$ cat src/rtl/spi_port_pkg.sv
`timescale 1ns/1ps
package spi_port_pkg;
    localparam int BYTES_PER_WORD = 4;
    localparam int BYTE_W         = 8;

    typedef enum logic [1:0] {
        ACC_IDLE  = 2'd0,
        ACC_WRITE = 2'd1,
        ACC_READ  = 2'd2
    } acc_kind_e;
endpackage

$ cat src/rtl/spi_byte_ring.sv
`timescale 1ns/1ps
module spi_byte_ring #(
    parameter  int DEPTH = 256,
    localparam int AW    = $clog2(DEPTH),
    localparam int CW    = AW + 1
) (
    input  logic          clk,
    input  logic          rst_n,
    input  logic          flush,
    input  logic          push,
    input  logic [7:0]    push_byte,
    input  logic          pop,
    output logic [7:0]    head_byte,
    output logic [CW-1:0] level,
    output logic          full,
    output logic          empty
);
    typedef struct packed {
        logic [AW-1:0] wr_ptr;
        logic [AW-1:0] rd_ptr;
        logic [CW-1:0] level;
    } ring_t;

    ring_t st_d, st_q;
    logic  do_push, do_pop;
    logic [7:0] mem [DEPTH];

    always_comb begin
        do_push = push && (st_q.level != CW'(DEPTH));
        do_pop  = pop  && (st_q.level != '0);
        st_d    = st_q;
        if (flush) begin
            st_d = '0;
        end else begin
            if (do_push) st_d.wr_ptr = st_q.wr_ptr + 1'b1;
            if (do_pop)  st_d.rd_ptr = st_q.rd_ptr + 1'b1;
            st_d.level = st_q.level + CW'(do_push) - CW'(do_pop);
        end
    end

    always_ff @(posedge clk or negedge rst_n) begin
        if (!rst_n) st_q <= '0;
        else        st_q <= st_d;
    end

    always_ff @(posedge clk) begin
        if (do_push && !flush) mem[st_q.wr_ptr] <= push_byte;
    end

    assign head_byte = mem[st_q.rd_ptr];
    assign level     = st_q.level;
    assign full      = (st_q.level == CW'(DEPTH));
    assign empty     = (st_q.level == '0);


    flush_empties_chk: assert property (@(posedge clk) disable iff (!rst_n)
        flush |=> (empty && !full));


    full_push_drop_chk: assert property (@(posedge clk) disable iff (!rst_n)
        (push && full && !pop && !flush) |=> $stable(st_q.level));
endmodule

$ cat src/rtl/spi_word_seq.sv
`timescale 1ns/1ps
module spi_word_seq
    import spi_port_pkg::*;
(
    input  logic        clk,
    input  logic        rst_n,
    input  logic        wr_req,
    input  logic [31:0] wr_data,
    input  logic        rd_req,
    input  logic        tx_full,
    output logic        tx_push,
    output logic [7:0]  tx_byte,
    input  logic        rx_empty,
    input  logic [7:0]  rx_head,
    output logic        rx_pop,
    output logic [31:0] rd_data,
    output logic        bus_ready,
    output logic        err_overflow,
    output logic        err_underflow
);
    typedef struct packed {
        acc_kind_e   kind;
        logic [1:0]  lane;
        logic        abort;
        logic [31:0] txw;
        logic [31:0] word;
        logic        ovf;
        logic        udf;
    } seq_t;

    seq_t s_d, s_q;

    always_comb begin
        s_d     = s_q;
        s_d.ovf = 1'b0;
        s_d.udf = 1'b0;
        tx_push = 1'b0;
        rx_pop  = 1'b0;
        tx_byte = s_q.txw[{s_q.lane, 3'b000} +: 8];
        unique case (s_q.kind)
            ACC_IDLE: begin
                if (wr_req) begin
                    s_d.kind  = ACC_WRITE;
                    s_d.lane  = 2'd0;
                    s_d.abort = 1'b0;
                    s_d.txw   = wr_data;
                end else if (rd_req) begin
                    s_d.kind  = ACC_READ;
                    s_d.lane  = 2'd0;
                    s_d.abort = 1'b0;
                    s_d.word  = '0;
                end
            end
            ACC_WRITE: begin
                if (!s_q.abort) begin
                    if (tx_full) begin
                        s_d.abort = 1'b1;
                        s_d.ovf   = 1'b1;
                    end else begin
                        tx_push = 1'b1;
                    end
                end
                s_d.lane = s_q.lane + 2'd1;
                if (s_q.lane == 2'd3) s_d.kind = ACC_IDLE;
            end
            ACC_READ: begin
                if (!s_q.abort) begin
                    if (rx_empty) begin
                        s_d.abort = 1'b1;
                        s_d.udf   = 1'b1;
                    end else begin
                        rx_pop = 1'b1;
                        s_d.word[{s_q.lane, 3'b000} +: 8] = rx_head;
                    end
                end
                s_d.lane = s_q.lane + 2'd1;
                if (s_q.lane == 2'd3) s_d.kind = ACC_IDLE;
            end
            default: s_d.kind = ACC_IDLE;
        endcase
    end

    always_ff @(posedge clk or negedge rst_n) begin
        if (!rst_n) s_q <= '{kind: ACC_IDLE, default: '0};
        else        s_q <= s_d;
    end

    assign bus_ready     = (s_q.kind == ACC_IDLE);
    assign rd_data       = s_q.word;
    assign err_overflow  = s_q.ovf;
    assign err_underflow = s_q.udf;


    accept_busy_chk: assert property (@(posedge clk) disable iff (!rst_n)
        (bus_ready && (wr_req || rd_req)) |=> !bus_ready);


    release_chk: assert property (@(posedge clk) disable iff (!rst_n)
        (!bus_ready && s_q.lane == 2'd3) |=> bus_ready);


    ovf_pulse_chk: assert property (@(posedge clk) disable iff (!rst_n)
        err_overflow |=> !err_overflow);


    udf_pulse_chk: assert property (@(posedge clk) disable iff (!rst_n)
        err_underflow |=> !err_underflow);
endmodule

$ cat src/rtl/spi_word_port.sv
`timescale 1ns/1ps
module spi_word_port #(
    parameter  int DEPTH = 256,
    parameter  int WORDW = 8,
    localparam int CW    = $clog2(DEPTH) + 1
) (
    input  logic             clk,
    input  logic             rst_n,
    input  logic             flush_tx,
    input  logic             flush_rx,
    input  logic             wr_req,
    input  logic [31:0]      wr_data,
    input  logic             rd_req,
    output logic [31:0]      rd_data,
    output logic             bus_ready,
    input  logic             tx_pop,
    output logic [7:0]       tx_byte,
    input  logic             rx_push,
    input  logic [7:0]       rx_byte,
    output logic             tx_full,
    output logic             tx_empty,
    output logic             rx_full,
    output logic             rx_empty,
    output logic [WORDW-1:0] tx_words,
    output logic [WORDW-1:0] rx_words,
    output logic             err_overflow,
    output logic             err_underflow
);
    logic          seq_tx_push, seq_rx_pop;
    logic [7:0]    seq_tx_byte, rx_head;
    logic [CW-1:0] lvl [2];

    spi_word_seq u_seq (
        .clk          (clk),
        .rst_n        (rst_n),
        .wr_req       (wr_req),
        .wr_data      (wr_data),
        .rd_req       (rd_req),
        .tx_full      (tx_full),
        .tx_push      (seq_tx_push),
        .tx_byte      (seq_tx_byte),
        .rx_empty     (rx_empty),
        .rx_head      (rx_head),
        .rx_pop       (seq_rx_pop),
        .rd_data      (rd_data),
        .bus_ready    (bus_ready),
        .err_overflow (err_overflow),
        .err_underflow(err_underflow)
    );

    spi_byte_ring #(.DEPTH(DEPTH)) u_tx_ring (
        .clk      (clk),
        .rst_n    (rst_n),
        .flush    (flush_tx),
        .push     (seq_tx_push),
        .push_byte(seq_tx_byte),
        .pop      (tx_pop),
        .head_byte(tx_byte),
        .level    (lvl[0]),
        .full     (tx_full),
        .empty    (tx_empty)
    );

    spi_byte_ring #(.DEPTH(DEPTH)) u_rx_ring (
        .clk      (clk),
        .rst_n    (rst_n),
        .flush    (flush_rx),
        .push     (rx_push),
        .push_byte(rx_byte),
        .pop      (seq_rx_pop),
        .head_byte(rx_head),
        .level    (lvl[1]),
        .full     (rx_full),
        .empty    (rx_empty)
    );

    logic [WORDW-1:0] words [2];
    for (genvar g = 0; g < 2; g++) begin : g_words
        logic [CW:0] ext;
        assign ext      = {1'b0, lvl[g]} + (CW+1)'(3);
        assign words[g] = WORDW'(ext >> 2);
    end
    assign tx_words = words[0];
    assign rx_words = words[1];


    tx_words_zero_chk: assert property (@(posedge clk) disable iff (!rst_n)
        tx_empty |-> (tx_words == '0));


    rx_words_zero_chk: assert property (@(posedge clk) disable iff (!rst_n)
        rx_empty |-> (rx_words == '0));
endmodule

$ cat config.mk
export PLATFORM = sky130hd
export DESIGN_NAME = spi_word_port
export DESIGN_NICKNAME = d
export VERILOG_FILES = /design/src/rtl/spi_port_pkg.sv /design/src/rtl/spi_byte_ring.sv /design/src/rtl/spi_word_seq.sv /design/src/rtl/spi_word_port.sv
export SDC_FILE = /design/constraint.sdc
export NUM_CORES = 2
export LEC_CHECK = 0
export ABC_AREA = 1
export BUFFER_PORTS_ARGS = -buffer_cell sky130_fd_sc_hd__clkbuf_2
export CAP_MARGIN = 20
export CORE_ASPECT_RATIO = 1.2
export CORE_UTILIZATION = 50
export DETAILED_ROUTE_END_ITERATION = 8
export PLACE_DENSITY = 0.73
export REMOVE_ABC_BUFFERS = 1
export SKIP_CTS_REPAIR_TIMING = 1
export SLEW_MARGIN = 15
export SYNTH_ARGS = -nofsm -noshare
export SYNTH_HDL_FRONTEND = slang
export SYNTH_SLANG_ARGS = --single-unit
$ cat constraint.sdc
create_clock -name clk -period 21.8 [get_ports clk]
set_input_delay 5.45 -clock clk [delete_from_list [all_inputs] [get_ports clk]]
set_output_delay 5.45 -clock clk [all_outputs]
set_load 0.02 [all_outputs]
== Word-level counts from Yosys, hierarchy flattened ==
Memories as Yosys holds them, arrays and structs flattened.
Index checks and enable logic that the tools add are counted.
Widths: inputs -> output; s select.

* Reduce and logical (&&, ||, !) cells: 24
* Divide/modulo/power cells: 0
* Mux-type cells: 35
* Order comparisons: 0
* Equal/unequal tests: 13
* Bitwise logic cells: 0
* Add/sub/neg operators: 12
* Multiply operators: 0
* Shift operators: 3

{| class="wikitable"
|+ Operators with widths
! kind !! number
|-
| $mux 32 || 4
|-
| $pmux 32 s2 || 1
|-
| $mux 25 || 2
|-
| $add 8x1->8 const B || 4
|-
| $bwmux 32 || 1
|-
| $mux 8 || 4
|-
| $shift 8x7->32 const A || 1
|-
| $shiftx 32x6->8 || 1
|-
| $shiftx 8x7->32 || 1
|-
| $add 9x2->10 const B || 2
|-
| $add 9x1->9 || 2
|-
| $eq 9x9->1 const B || 2
|-
| $logic_not 9->1 || 2
|-
| $mux 1 || 18
|-
| $ne 9x9->1 const B || 2
|-
| $reduce_bool 9->1 || 2
|-
| $sub 9x1->9 || 2
|-
| $mux 5 || 2
|-
| $reduce_bool 2->1 || 5
|-
| $pmux 3 s3 || 1
|-
| $ne 2x2->1 const B || 4
|-
| $neg 5->7 || 1
|-
| $logic_and 1x1->1 || 6
|-
| $reduce_and 2->1 || 3
|-
| other kinds (12) || 14
|}

* Output and inout port bits: 63
* Bits in latches: 0
* Memory bits (read-only): 0
* Input port bits: 48
* Word-level logic and storage cells: 102
* Memory bits (writable): 4096
* Flip-flop bits (word level): 121
* Memories: 2

{| class="wikitable"
|+ Memories
! name !! words !! bits a word !! read ports !! clocked after Yosys merged registers in !! write ports !! RTL line !! text
|-
| u_rx_ring.mem || 256 || 8 || 1 || 0 || 1 || spi_byte_ring.sv:26 || <nowiki>logic [7:0] mem [DEPTH];</nowiki>
|-
| u_tx_ring.mem || 256 || 8 || 1 || 0 || 1 || spi_byte_ring.sv:26 ||
|}

== Longest topological paths before layout ==
* Word-level depth: 8
* Gate-level depth with buffers: 27
* Mapped depth without buffers: 27

== By module ==
From an unflattened synthesis, not the netlist that was laid out.

* Cell total of the unflattened synthesis: 16274
* Area total of the unflattened synthesis: 178077.0 µm²

{| class="wikitable"
|+ By module, submodules not included
! module !! cells an instance !! area each (µm²) !! seq. area each (µm²) !! instances
|-
| spi_byte_ring || 7888 || 86980.9 || 62124.6 || 2
|-
| spi_word_seq || 415 || 3723.6 || 1776.7 || 1
|-
| spi_word_port || 83 || 391.6 || 0.0 || 1
|}

== Worst setup path before layout ==
OpenSTA, ideal clock, no wires.

* Path kind: register to register
* From: register u_seq.s_q[67] (netlist bit)
* To: memory u_tx_ring.mem[0][4], data pin
* Path slack: 12345 ps
* Stages on the path, launching flop included: 5
* Period minus slack after synthesis: 9455 ps
* Setup time: 1586 ps
* Path buffers: 2
* Required time: 20214 ps
* Arrival time: 7869 ps
* Path through: dfrtp_1 > clkbuf_1 > buf_1 > nor2_1 > o22ai_1

* Longest elaborated chain between the ends: 1

{| class="wikitable"
|+ Ends and longest elaborated chain
! element !! RTL line !! text
|-
| start: declaration || spi_word_seq.sv:31 || <nowiki>seq_t s_d, s_q;</nowiki>
|-
| start signal: assignment || spi_word_seq.sv:84 || <nowiki>if (!rst_n) s_q <= '{kind: ACC_IDLE, default: '0};</nowiki>
|-
| start signal: assignment || spi_word_seq.sv:85 || <nowiki>else s_q <= s_d;</nowiki>
|-
| $shiftx 32x6->8 || spi_word_seq.sv:39 || <nowiki>tx_byte = s_q.txw[{s_q.lane, 3'b000} +: 8];</nowiki>
|-
| net seq_tx_byte[4] || spi_word_port.sv:30 || <nowiki>logic [7:0] seq_tx_byte, rx_head;</nowiki>
|-
| end: declaration || spi_byte_ring.sv:26 ||
|}

The timed path passes the listed nets, and every way through them passes these cells.

== Worst setup path in the final report ==
* From: register u_tx_ring.st_q[9] (netlist bit)
* To: output port tx_byte[3]

* Longest elaborated chain between the ends: 1

{| class="wikitable"
|+ Ends and longest elaborated chain
! element !! RTL line !! text
|-
| start: declaration || spi_byte_ring.sv:24 || <nowiki>ring_t st_d, st_q;</nowiki>
|-
| start signal: assignment || spi_byte_ring.sv:43 || <nowiki>else st_q <= st_d;</nowiki>
|-
| $mem_v2 256x8 || n/a ||
|-
| end: declaration || spi_word_port.sv:17 || <nowiki>output logic [7:0] tx_byte,</nowiki>
|}

No other way between the ends.

==> results.py <==
metrics = {
    "status": {
        "outcome": "finished, final reports clean",
    },
    "worst_setup_path": {
        "r2r.worst_path.cells": 17,
        "worst_ep_required_time_ns": 16.35,
        "worstSetupEndpointType": "output pin",
        "critical_path_arrival_ns": 6.68,
        "startpoint_type": "flip-flop",
        "timing_worst_setup_path_type": "reg2out",
        "critical_path_peak_fanout": 250,
    },
    "drt": {
        "drt_drc_violations_left": 0,
        "vias": 112100,
        "detailed_route_iter0_violations": 15500,
        "drt_wl_total_um": 454100,
        "routedWlPerCell_um": 24.38,
        "dr.pass1.iters": 8,
        "ant_nets": 0,
        "route.detailed.vias_per_inst": 6.020,
    },
    "timing": {
        "worst_clock_skew_ns": 0.07544,
        "finalWorstPathRequiredPeriod_ns": 12.13,
        "relSlewSlack": 0.1694,
        "finalSetupViolations": 0,
        "max_slew.worst_pin.slew_ns": 1.245,
        "timing.fmax_mhz": 82.42,
        "report.final.slew_viol_count": 0,
        "finalHoldViolCount": 0,
        "grt_setup_unrepaired": "no",
        "period_share": 0.5566,
    },
    "synth": {
        "postSynthCellCount": 14080,
        "post_synth_num_cell_types": 46,
        "synth_enable_flop_cells": 4096,
        "yosysWarnings": 0,
        "synth_sequential_area_ratio": 0.7373,
        "synth.cell_area_mm2": 0.1709,
        "synth.avg_cell_area_um2": 12.14,
        "dominantRegCellSynth": "sky130_fd_sc_hd__edfxtp_1",
        "synthArstFlopShare": 0.02869,
        "seq_cells_post_synth": 4217,
    },
    "floorplanning": {
        "initial_core_util": 0.5037,
        "floorplan.rows": 234,
        "die_footprint_mm2": 0.3442,
        "die_h_um": 642.5,
        "design.portCount": 111,
        "placeableCoreArea_mm2": 0.3393,
        "die_width_um": 535.8,
    },
    "pwr": {
        "leakagePower_nw": 63.68,
        "report.power.total_mw": 21.63,
        "power.sequential.fraction": 0.467,
        "clkPwrFrac": 0.332,
        "max-vdd-ir-drop_v": 0.0001701,
        "power.switching_mw": 6.557,
        "switching_share": 0.3031,
        "internal_power_mw": 15.08,
        "combinationalPowerShare": 0.201,
        "power-per-cell-area_mw_per_mm2": 115.1,
    },
    "placed_design": {
        "buffer_ports.inserted": 110,
        "gp_routability_congestion": 0.8904,
        "hpwl_um": 252300,
    },
    "clock_network": {
        "cts_root_buffer_type": "sky130_fd_sc_hd__clkbuf_16",
        "cts-htree-levels": 5,
        "cts_buffers": 414,
        "cts.sinks": 4217,
        "worst_setup_hold_path_clk_slew_ns": 0.07,
        "clock_latency_ns": 0.98,
        "max_buffers_root_to_sink": 4,
        "tritoncts": "yes",
    },
    "global_route": {
        "grt-ovfl-total": 0,
        "via_count_of_the_first_global_routing_pass": 106200,
        "grt_first_pass_wirelength_um": 670200,
        "grt_max_degree": 251,
        "antenna_found_initial": 15,
        "grtUsageTotal": 0.2567,
    },
    "final_layout": {
        "share_of_cells_above_drive_strength_1": 0.06833,
        "multiInputGateArea_mm2": 0.03991,
        "utilization": 0.5537,
        "areaGrowthSynthToFinish_pct": 9.915,
        "sequential_cell_area_mm2": 0.1261,
        "final_nets": 13900,
        "fillers": 26670,
    },
    "flow_run": {
        "max_cap_viols": 0,
    },
    "min_path": {
        "worstHoldPathCells": 2,
        "hold_class": "reg2reg",
    },
}
==> cell families (layout without fill, tap and decap cells) <==
group / after synthesis / after routing / synth area share
other: 0 / 9 / 0
xor gates and xnor gates: 16 / 16 / 0.0008198
DFF: 4217 / 4217 / 0.7373
AOI/OAI and AO/OA: 2037 / 2037 / 0.06690
and+or+nand+nor: 6599 / 6599 / 0.1581
adders and majority gates: 60 / 60 / 0.004480
muxes: 32 / 32 / 0.002108
buffers and inverters: 1116 / 1176 / 0.03034
==> synthesized netlist by cell type, drive strengths merged, types with 58 or more instances <==
cell type  instances  share of area
nand3           1550          0.046
nor2            1720          0.038
edfxtp          4096           0.72
o21ai           1097          0.032
buf              590          0.019
inv              133         0.0030
nand2           3235          0.071
o221ai           132         0.0068
o22ai            320          0.012
dfrtp            121          0.018
ha                58         0.0042
clkbuf           383         0.0084
a21oi            349          0.010
nand4             66         0.0024
o211ai           119         0.0052
==> layout by cell type (no fill, tap or decap), drive strengths merged, types with 173 or more instances in the layout <==
cell type,synthesis,final
clkbuf,383,612
clkinv,10,184
buf,590,173
o22ai,320,320
nand3,1550,1550
nand2,3235,3235
o21ai,1097,1097
a21oi,349,349
nor2,1720,1720
edfxtp,4096,4096
==> registers in the layout, indices dropped and copies added, names as in the netlist <==
| name | flops |
|---|---|
| u_seq.s_q | 37 |
| u_seq.err_underflow | 1 |
| u_rx_ring.level | 9 |
| u_tx_ring.mem | 2048 |
| u_rx_ring.mem | 2048 |
| u_seq.err_overflow | 1 |
| u_tx_ring.st_q | 16 |
| u_rx_ring.st_q | 16 |
| u_seq.rd_data | 32 |
| u_tx_ring.level | 9 |
==> final cells by class <==
cell class	instances	share of cell area
clock buffer	511	0.05818
sequential	4217	0.6709
clock inverter	248	0.01400
antenna	9	0.0001199
timing repair buffer	274	0.01128
multi-input combinational	8744	0.2124
inverter	143	0.003256
tap	4484	0.02986
==> layer usage <==
layer	vias up	global-route usage	routed length, um	share of wire
met5	-	0	44	0.000097
met4	6	0.1425	27050	0.060
met3	1254	0.04302	46010	0.10
met2	6641	0.4148	217900	0.48
met1	54440	0.3306	163100	0.36
li1	49810	-	-	-
==> power by group through the flow <==
stage | Clock [mW] | Sequential (mW) | Combinational, mW
2_1_floorplan | 0 | 10.9 | 2.93
3_3_place_gp | 0 | 10.3 | 4.16
3_5_place_dp | 0 | 10.3 | 4.25
4_1_cts | 7.21 | 10.1 | 4.28
5_1_grt | 7.52 | 10.1 | 4.67
6_report | 7.19 | 10.1 | 4.34
==> worst max-delay path, stage by stage, from the launching register on <==
cell and delay [ns]:
sky130_fd_sc_hd__dfrtp_4 0.75, sky130_fd_sc_hd__inv_16 0.54, sky130_fd_sc_hd__buf_4 0.94, sky130_fd_sc_hd__buf_4 0.91
sky130_fd_sc_hd__o21ai_0 0.21, sky130_fd_sc_hd__o221ai_1 0.26, sky130_fd_sc_hd__o211ai_1 0.19, sky130_fd_sc_hd__nand3_1 0.22
sky130_fd_sc_hd__nand2_1 0.14, sky130_fd_sc_hd__nand3_1 0.19, sky130_fd_sc_hd__nand3_1 0.28, sky130_fd_sc_hd__nand2_1 0.32
sky130_fd_sc_hd__clkbuf_2 0.22
==> through the flow <==
step | std cells | setup WS, ns | area [um^2] | hold slack [ns] | setup TNS (ns)
after CTS | 18620 | 10.02 | 187800 | 0.4826 | 0
after global routing | 18620 | 9.628 | 187900 | 0.5057 | 0
final | 18630 | 9.667 | 187900 | 0.4791 | 0
after floorplan | 13100 | -20.89 | 166300 | 0.4706 | -958.97
after global placement | 17860 | 11.15 | 174200 | 0.4649 | 0
after detailed placement | 17860 | 11.06 | 174200 | 0.4654 | 0
==> final timing paths <==
check / start / end / slack, ns
setup reg to reg: u_rx_ring.st_q[9] / u_seq.rd_data[12] / 15.68
max in group asynchronous: rst_n / u_seq.s_q[34] / 15.42
hold reg to reg: u_seq.rd_data[20] / u_seq.rd_data[20] / 0.48
setup / recovery: u_tx_ring.st_q[9] / tx_byte[3] / 9.67
min in group asynchronous: rst_n / u_tx_ring.level[8] / 4.33
hold / removal: u_seq.rd_data[20] / u_seq.rd_data[20] / 0.48
Note: power is estimated with default switching activity, not from simulation.
